File: config.mk
export PLATFORM = sky130hd
export DESIGN_NAME = log_shifter
export DESIGN_NICKNAME = d
export VERILOG_FILES = /design/src/rtl/shifter_pkg.sv /design/src/rtl/bit_mirror.sv /design/src/rtl/shift_stage.sv /design/src/rtl/log_shifter.sv
export SDC_FILE = /design/constraint.sdc
export NUM_CORES = 1
export LEC_CHECK = 0
export BUFFER_PORTS_ARGS = -buffer_cell sky130_fd_sc_hd__buf_2
export CORE_MARGIN = 4
export CORE_UTILIZATION = 60
export DETAILED_ROUTE_END_ITERATION = 8
export PLACE_DENSITY = 0.86
export SYNTH_ARGS = -nofsm -noshare
export SYNTH_HDL_FRONTEND = slang
export SYNTH_SLANG_ARGS = --single-unit
File: constraint.sdc
create_clock -name vclk -period 3.3
set_input_delay 0.66 -clock vclk [all_inputs]
set_output_delay 0.66 -clock vclk [all_outputs]
set_load 0.05 [all_outputs]
File: src/rtl/shifter_pkg.sv
package shifter_pkg;

    typedef enum logic [1:0] {
        MODE_SLL     = 2'b00,
        MODE_SLL_ALT = 2'b01,
        MODE_SRL     = 2'b10,
        MODE_SRA     = 2'b11
    } shift_mode_e;

    typedef struct packed {
        logic mirror;     // reverse bit order around the right-shift chain
        logic sign_fill;  // vacated bits take the sign instead of zero
    } shift_ctrl_t;

    function automatic shift_ctrl_t decode_mode(input logic [1:0] code);
        shift_ctrl_t c;
        c.mirror    = ~code[1];
        c.sign_fill = code[1] & code[0];
        return c;
    endfunction

endpackage

File: src/rtl/bit_mirror.sv
module bit_mirror #(
    parameter int WIDTH = 32
) (
    input  logic [WIDTH-1:0] din,
    output logic [WIDTH-1:0] dout
);
    for (genvar i = 0; i < WIDTH; i++) begin : g_bit
        assign dout[i] = din[WIDTH-1-i];
    end
endmodule

File: src/rtl/shift_stage.sv
module shift_stage #(
    parameter int WIDTH = 32,
    parameter int DIST  = 1
) (
    input  logic [WIDTH-1:0] din,
    input  logic             en,
    input  logic             fill,
    output logic [WIDTH-1:0] dout
);
    // Row of 2:1 selectors: keep bit i, or take the bit DIST places above.
    for (genvar i = 0; i < WIDTH; i++) begin : g_mux
        if (i + DIST < WIDTH) begin : g_src
            assign dout[i] = en ? din[i+DIST] : din[i];
        end else begin : g_fill
            assign dout[i] = en ? fill : din[i];
        end
    end
endmodule

File: src/rtl/log_shifter.sv
module log_shifter
    import shifter_pkg::*;
#(
    parameter  int WIDTH = 32,
    localparam int AMT_W = $clog2(WIDTH)
) (
    input  logic [WIDTH-1:0] data_in,
    input  logic [AMT_W-1:0] shamt,
    input  logic [1:0]       mode,
    output logic [WIDTH-1:0] data_out
);
    shift_ctrl_t      ctrl;
    logic [WIDTH-1:0] in_mirrored;
    logic [WIDTH-1:0] out_mirrored;
    logic [WIDTH-1:0] chain [AMT_W+1];
    logic             fill_bit;

    assign ctrl     = decode_mode(mode);
    assign fill_bit = ctrl.sign_fill & data_in[WIDTH-1];

    bit_mirror #(.WIDTH(WIDTH)) u_mirror_in (
        .din  (data_in),
        .dout (in_mirrored)
    );

    assign chain[0] = ctrl.mirror ? in_mirrored : data_in;

    // Largest distance first: stage s moves by 2**(AMT_W-1-s).
    for (genvar s = 0; s < AMT_W; s++) begin : g_stage
        localparam int BIT = AMT_W - 1 - s;
        shift_stage #(.WIDTH(WIDTH), .DIST(1 << BIT)) u_stage (
            .din  (chain[s]),
            .en   (shamt[BIT]),
            .fill (fill_bit),
            .dout (chain[s+1])
        );
    end

    bit_mirror #(.WIDTH(WIDTH)) u_mirror_out (
        .din  (chain[AMT_W]),
        .dout (out_mirrored)
    );

    assign data_out = ctrl.mirror ? out_mirrored : chain[AMT_W];

endmodule

==> key figures, run 1 <==
Status
  • Status: stopped before the end
  • Last stage: 4_1_cts
  • Err: [ERROR DPL-0038] Utilization greater than 100%, impossible to legalize

Floorplan
  • Chip width: 89.37 um
  • Initial core utilization: 0.6221
  • # rows: 29
  • Die height: 89.37 um
  • IO Pins: 71

Synthesis
  • Commonest cells post-synth: nand2_1, mux2i_1, a21oi_1, nor2_1, nand3_1
  • Most frequent cell after synthesis: nand2_1
  • Yosys top cell by area: mux2i_1
  • Post-synthesis sequential area ratio: 0
  • Syn_nets: 635
  • Distinct cells, synth: 71
  • Syn. warnings: 0
  • Cell Area, Synth: 3973 um^2
  • Synth area leaders: mux2i_1, nand2_1, mux4_2
  • Mapped Avg Cell Area: between 6 and 7 um^2
  • Synth top area share: 0.1260
  • Synthesized netlist cell count: slightly below 600

CTS
  • Post-CTS sizing: ~180
  • Hold-fix buffers, CTS: 0
  • Post-CTS Setup Repair Bufs: 13

Placement
  • Final HPWL DP: 19.03 mm
  • Area after DPL: 5988 um^2
  • Placer Congestion: 1.258
  • Port Buffers: roughly 70
## logic make-up after synthesis
| family | after synthesis | share of synthesized area |
|---|---|---|
| AO/OA/AOI/OAI | 242 | 0.4476 |
| AND/OR/NAND/NOR | 220 | 0.2731 |
| multiplexers | 69 | 0.2063 |
| buffers and inverters | 64 | 0.07086 |
| XOR/XNOR | 1 | 0.002205 |
## through the flow
| step | cells | setup slack (ps) |
|---|---|---|
| floorplan | 596 | -66.72 |
| global placement | 874 | -329.6 |
| detailed placement | 874 | -443.8 |
==> run 2, diff against run 1 <==
--- a/config.mk
+++ b/config.mk
@@ -7,9 +7,9 @@
 export LEC_CHECK = 0
 export BUFFER_PORTS_ARGS = -buffer_cell sky130_fd_sc_hd__buf_2
 export CORE_MARGIN = 4
-export CORE_UTILIZATION = 60
+export CORE_UTILIZATION = 40
 export DETAILED_ROUTE_END_ITERATION = 8
-export PLACE_DENSITY = 0.86
+export PLACE_DENSITY_LB_ADDON = 0.15
 export SYNTH_ARGS = -nofsm -noshare
 export SYNTH_HDL_FRONTEND = slang
 export SYNTH_SLANG_ARGS = --single-unit
==> key figures, run 2 <==
Drt
  • Number of DRC markers in iteration 0: roughly 980
  • Drt via density: 7.162
  • Wire per inst: 26.81 um
  • Residual DRC: 0
  • Via count: around 7,000
  • DR pass1 iterations: 8
  • ANT nets after route: 0
  • Drt total wl: 26.36 mm

STA
  • Max Slew Vio Count: 0
  • Final period util: 1.059
  • Setup TNS: -2734 ps
  • Min Tclk post-route: 3494 ps
  • Worst-margin pin slew: ~720 ps
  • Final Setup Violations: 25
  • RSZ-0062 raised after global routing: yes
  • Final Hold Viols: 0
  • Final WS setup: -193.9 ps
  • F_max: approximately 0.29 GHz
  • Max-slew headroom: 0.5163

Status
  • Status: complete, but fails checks (was stopped before the end)
  • Failing checks: negative setup slack

Global route
  • GR Overflow Total: 0
  • Initial antenna violation count: 0
  • First-pass GRT wire length: approximately 37 mm
  • Number of global-route vias before repair: between 6,000 and 7,000
  • Largest net degree at the start of global routing: 48
  • Total global-route track usage: 0.4128

Setup path
  • Crit path largest cell delay: around 460 ps
  • Crit Path Max Fanout: 4
  • Crit path from: mode[1]
  • Max stage delay cell, worst path: or4_4
  • Startpoint types: primary input
  • CP Data Required Time: 2640 ps
  • Crit path DAT: 2830 ps
  • Critical path capture point type: output pin
  • CP cell instances: buf_12, clkbuf_16, or3b_4, and4_4, or4_4, a32oi_2, buf_4, o211ai_1, o31ai_4, buf_6
  • CP Class: in -> out

Placement
  • Placer Congestion: 1.127 (was 1.258)
  • Port Buffers: 71 (unchanged)
  • Placed insts: 957 (was 874)
  • Final HPWL DP: 19.17 mm (was 19.03 mm)

CTS
  • Hold-fix buffers, CTS: 0 (unchanged)

Floorplan
  • Die height: 107.7 um (was 89.37 um)
  • Initial core utilization: 0.4083 (was 0.6221)
  • IO Pins: 71 (unchanged)
  • Die area: between 10,000 and 15,000 um^2
  • # rows: 36 (was 29)
  • Core Region: roughly 9700 um^2
  • Chip width: 107.7 um (was 89.37 um)

Run
  • Max-Cap Viols: 0

Cells and area
  • Post-route insts no fill: just under 1,000
  • Final core utilization: 0.7895
  • Antenna cell count: 0
  • Commonest non-fill, non-tap cell in the layout: buf_4
  • Most frequent cells in the layout: buf_4, nand2_1, buf_6, mux2i_1, buf_2
  • Post-layout nets: 891
  • Sequential cell area: 0 um^2
  • Area added between synthesis and finish: 93.35%
  • Clock buffer count: 0
  • Seq cells: 0
  • Share of cells above drive strength 1: 0.5671

Synthesis
  • Syn_nets: 635 (unchanged)
  • Synth area leaders: mux2i_1, nand2_1, mux4_2 (unchanged)
  • Most frequent cell after synthesis: nand2_1 (unchanged)
  • Synth top area share: 0.1260 (unchanged)
  • Post-synthesis sequential area ratio: 0 (unchanged)
  • Synthesized netlist cell count: 596 (unchanged)
  • Commonest cells post-synth: nand2_1, mux2i_1, a21oi_1, nor2_1, nand3_1 (unchanged)
  • Yosys top cell by area: mux2i_1 (unchanged)
  • Distinct cells, synth: 71 (unchanged)
  • Mapped Avg Cell Area: 6.665 um^2 (unchanged)
  • Cell Area, Synth: 3973 um^2 (unchanged)
  • Syn. warnings: 0 (unchanged)

Min path
  • Worst hold-check path type: in -> out
  • Hold path startpoint: shamt[1]

Power and ir drop
  • Leak Pwr: 0.003202 uW
  • Worst VDD drop: around 0.15 mV
  • Power Dens Cells: 227.0 nW/um^2
[run 2: cell counts after synthesis]
No cell type changed its count.
[run 2: cell type report]
class,count,area [um^2]
multi-input cells,532,4785
repair buffers,310,2688
fillers,684,2048
well taps,133,166.4
inverters,8,42.54
[run 2: final timing paths]
path	endpoint	slack [ps]	depth (start not counted)
setup / recovery	data_out[20]	-190	10
hold / removal	data_out[20]	2000	5
[run 2: what timing repair did]
item,4_1_cts,5_1_grt
gates cloned,1,5
setup endpoints to repair,32,32
resized for setup,151,105
buffers inserted,7,15
pin swaps,26,41
[run 2: critical path: cells and delay by family]
kind            cells  cell delay [ps]
buf+inv             4              630
simple gates        3             1100
compound gates      3              450
[run 2: kinds of logic after synthesis]
| kind of cell | synth area share |
|---|---|
| XOR/XNOR | 0.002205 |
| buffers and inverters | 0.07086 |
| AND/OR/NAND/NOR | 0.2731 |
| multiplexers | 0.2063 |
| AO/OA/AOI/OAI | 0.4476 |
[run 2: power by group]
part | internal, uW | switching, uW | leakage, uW
combinational | 752 | 991 | 0.00320
sequential | 0 | 0 | 0
clock | 0 | 0 | 0
total | 752 | 991 | 0.00320
[run 2: through the flow]
stage | setup slack (ps) | total power, uW | area [um^2] | hold slack [ps]
5_1_grt | -222.3 | 1796 | 7681 | 2039
6_report | -193.9 | 1743 | 7681 | 1995
4_1_cts | -149.5 | 1559 | 7004 | 1980
2_1_floorplan | -66.72 | 839.0 | 4388 | 1896
3_5_place_dp | -525.1 | 1374 | 6299 | 2070
3_3_place_gp | -532.2 | 1359 | 6299 | 2080
[run 2: per-layer routing]
layer / up-vias / GRT usage / wire length, um
met5: - / 0 / 0
met4: 0 / 0.1858 / 1889
met3: 171 / 0.08938 / 3900
met2: 682 / 0.6528 / 11400
met1: 3279 / 0.5355 / 9172
li1: 2908 / - / -
Note: power is estimated with default switching activity, not from simulation.
==> run 3, diff against run 2 <==
--- a/config.mk
+++ b/config.mk
@@ -5,10 +5,10 @@
 export SDC_FILE = /design/constraint.sdc
 export NUM_CORES = 1
 export LEC_CHECK = 0
-export BUFFER_PORTS_ARGS = -buffer_cell sky130_fd_sc_hd__buf_2
 export CORE_MARGIN = 4
 export CORE_UTILIZATION = 40
 export DETAILED_ROUTE_END_ITERATION = 8
+export DONT_BUFFER_PORTS = 1
 export PLACE_DENSITY_LB_ADDON = 0.15
 export SYNTH_ARGS = -nofsm -noshare
 export SYNTH_HDL_FRONTEND = slang
==> constraint.sdc (replaced) <==
create_clock -name vclk -period 3.3
set_input_delay 0.165 -clock vclk [all_inputs]
set_output_delay 0.165 -clock vclk [all_outputs]
set_load 0.005 [all_outputs]
==> key figures, run 3 (synthesis gave the netlist of run 2 again) <==
Placement
  • Pre-CTS WS: 645.8 ps (was -525.1 ps)
  • Final HPWL DP: 15.83 mm (was 19.17 mm)
  • Area after DPL: 3970 um^2 (was 6299 um^2)
  • Port Buffers: 0 (was 71)
  • Placer Congestion: 1.011 (was 1.127)

Floorplan
  • IO Pins: 71 (unchanged)
  • Core Region: 9729 um^2 (unchanged)
  • Die area: 11,590 um^2 (unchanged)
  • Die height: 107.7 um (unchanged)
  • # rows: 36 (unchanged)
  • Initial core utilization: 0.4083 (unchanged)
  • Chip width: 107.7 um (unchanged)

Drt
  • Drt via density: 7.874 (was 7.162)
  • Metal-1 WL: 8.086 mm (was 9.172 mm)
  • Met2 WL: 9.189 mm (was 11.40 mm)
  • Residual DRC: 0 (unchanged)
  • Drt total wl: 21.14 mm (was 26.36 mm)
  • DR pass1 iterations: 9 (was 8)
  • Number of DRC markers in iteration 0: 892 (was 975)
  • Wire per inst: 30.90 um (was 26.81 um)
  • Via count: 5,386 (was 7,040)
  • Max Used Layer: met4 (unchanged)
  • Metal3 WL: 2.886 mm (was 3.900 mm)
  • ANT nets after route: 0 (unchanged)

Setup path
  • CP bufs+invs: 2 (was 4)
  • Crit. path cell count: 7 (was 10)
  • Worst Setup EP: data_out[22] (was data_out[20])
  • Crit Path Max Fanout: 85 (was 4)
  • CP delay by family, top: compound AO/OA/AOI/OAI gates (was simple AND/OR/NAND/NOR gates)
  • Crit path largest cell delay: 520 ps (was 460 ps)
  • Max stage delay cell, worst path: inv_2 (was or4_4)
  • CP Class: in -> out (unchanged)
  • Crit path from: mode[1] (unchanged)
  • CP Data Required Time: 3130 ps (was 2640 ps)
  • Startpoint types: primary input (unchanged)
  • CP cell instances: inv_2, buf_4, nand2_1, a32oi_1, o221ai_1, a221oi_1, mux2i_1 (was buf_12, clkbuf_16, or3b_4, and4_4, or4_4, a32oi_2, buf_4, o211ai_1, o31ai_4, buf_6)
  • Critical path capture point type: output pin (unchanged)
  • Crit path DAT: 2630 ps (was 2830 ps)

STA
  • Max Slew Vio Count: 0 (unchanged)
  • Worst-margin pin slew: 1024 ps (was 724.1 ps)
  • RSZ-0062 raised after global routing: no (was yes)
  • Final Hold Viols: 0 (unchanged)
  • F_max: 0.3579 GHz (was 0.2862 GHz)
  • Final WS setup: 505.8 ps (was -193.9 ps)
  • Final period util: 0.8467 (was 1.059)
  • Setup TNS: 0 ps (was -2734 ps)
  • Min Tclk post-route: 2794 ps (was 3494 ps)
  • Final Setup Violations: 0 (was 25)
  • Max-slew headroom: 0.3148 (was 0.5163)

Cells and area
  • Seq cells: 0 (unchanged)
  • Post-route cell area: 3970 um^2 (was 7681 um^2)
  • Area added between synthesis and finish: -0.06293% (was 93.35%)
  • Clock buffer count: 0 (unchanged)
  • Sequential cell area: 0 um^2 (unchanged)
  • Share of cells above drive strength 1: 0.06352 (was 0.5671)
  • Most frequent cells in the layout: nand2_1, mux2i_1, nor2_1, a21oi_1, nand3_1 (was buf_4, nand2_1, buf_6, mux2i_1, buf_2)
  • Post-layout nets: 592 (was 891)
  • Commonest non-fill, non-tap cell in the layout: nand2_1 (was buf_4)
  • Antenna cell count: 0 (unchanged)

Status
  • Status: finished clean (was complete, but fails checks)

Power and ir drop
  • Power Internal: 245.1 uW (was 752.0 uW)
  • Power Dens Cells: 170.1 nW/um^2 (was 227.0 nW/um^2)
  • Leak Pwr: 0.001413 uW (was 0.003202 uW)
  • Sw Ratio: 0.6371 (was 0.5686)
  • Tot Pwr: 675.4 uW (was 1743 uW)
  • Sw Pwr: 430.3 uW (was 991.2 uW)
  • Worst VDD drop: 0.05546 mV (was 0.1489 mV)
  • Comb power frac: 1.000 (about the same)
  • Reg power frac: 0 (about the same)
  • Clock share of power: 0 (about the same)

Global route
  • GR Overflow Total: 0 (unchanged)
  • First-pass GRT wire length: 31.11 mm (was 37.32 mm)
  • Largest net degree at the start of global routing: 86 (was 48)
  • Total global-route track usage: 0.3502 (was 0.4128)
  • Initial antenna violation count: 1 (was 0)
  • Number of global-route vias before repair: 4,922 (was 6,439)

CTS
  • Post-CTS Setup Repair Bufs: 0 (was 7)
  • Post-CTS sizing: 0 (was 151)
  • Hold-fix buffers, CTS: 0 (unchanged)

Min path
  • Hold path startpoint: mode[1] (was shamt[1])
  • Worst hold-check path type: in -> out (unchanged)

Run
  • Max-Cap Viols: 0 (unchanged)
run 3: cell types whose count changed in the layout (fill, tap and decap cells not counted), moves of 11 or more:
cell / previous run / this run
buf_6: 40 / 0
a21oi_1: 29 / 40
buf_12: 13 / 0
buf_2: 35 / 0
mux2i_4: 11 / 0
buf_4: 211 / 11
mux2i_1: 36 / 50
a22oi_1: 7 / 19
a22oi_2: 12 / 0
run 3: final cells by class:
type / count / area, um^2
fill: 1102 / 5759
inverter: 8 / 30.03
multi-input combinational: 532 / 3691
tap: 133 / 166.4
timing repair buffer: 11 / 82.58
run 3: worst min path at each step:
stage | to | slack (ps) | cells after the start
2_1_floorplan | data_out[1] | 740 | 6
3_3_place_gp | data_out[21] | 410 | 1
3_5_place_dp | data_out[21] | 410 | 1
4_1_cts | data_out[21] | 420 | 1
5_1_grt | data_out[21] | 420 | 1
6_report | data_out[21] | 440 | 1
run 3: routing by layer:
layer,vias up,track usage
li1,2314,-
met4,0,0.1046
met5,-,0
met2,463,0.5591
met3,85,0.09898
met1,2524,0.4570
run 3: stage by stage:
step	hold WS (ps)	utilization	std cells
floorplan	740.1	-	596
finish	441.0	0.4081	684
detailed placement	414.2	0.4081	684
CTS	415.4	0.4081	684
global route	423.8	0.4081	684
global placement	406.9	0.4081	684
run 3: power by group through the flow:
stage                     clock (uW)  sequential, uW  combinational [uW]
after CTS                          0               0                 649
after global placement             0               0                 651
after global routing               0               0                 715
after floorplan                    0               0                 515
after detailed placement           0               0                 646
final                              0               0                 675
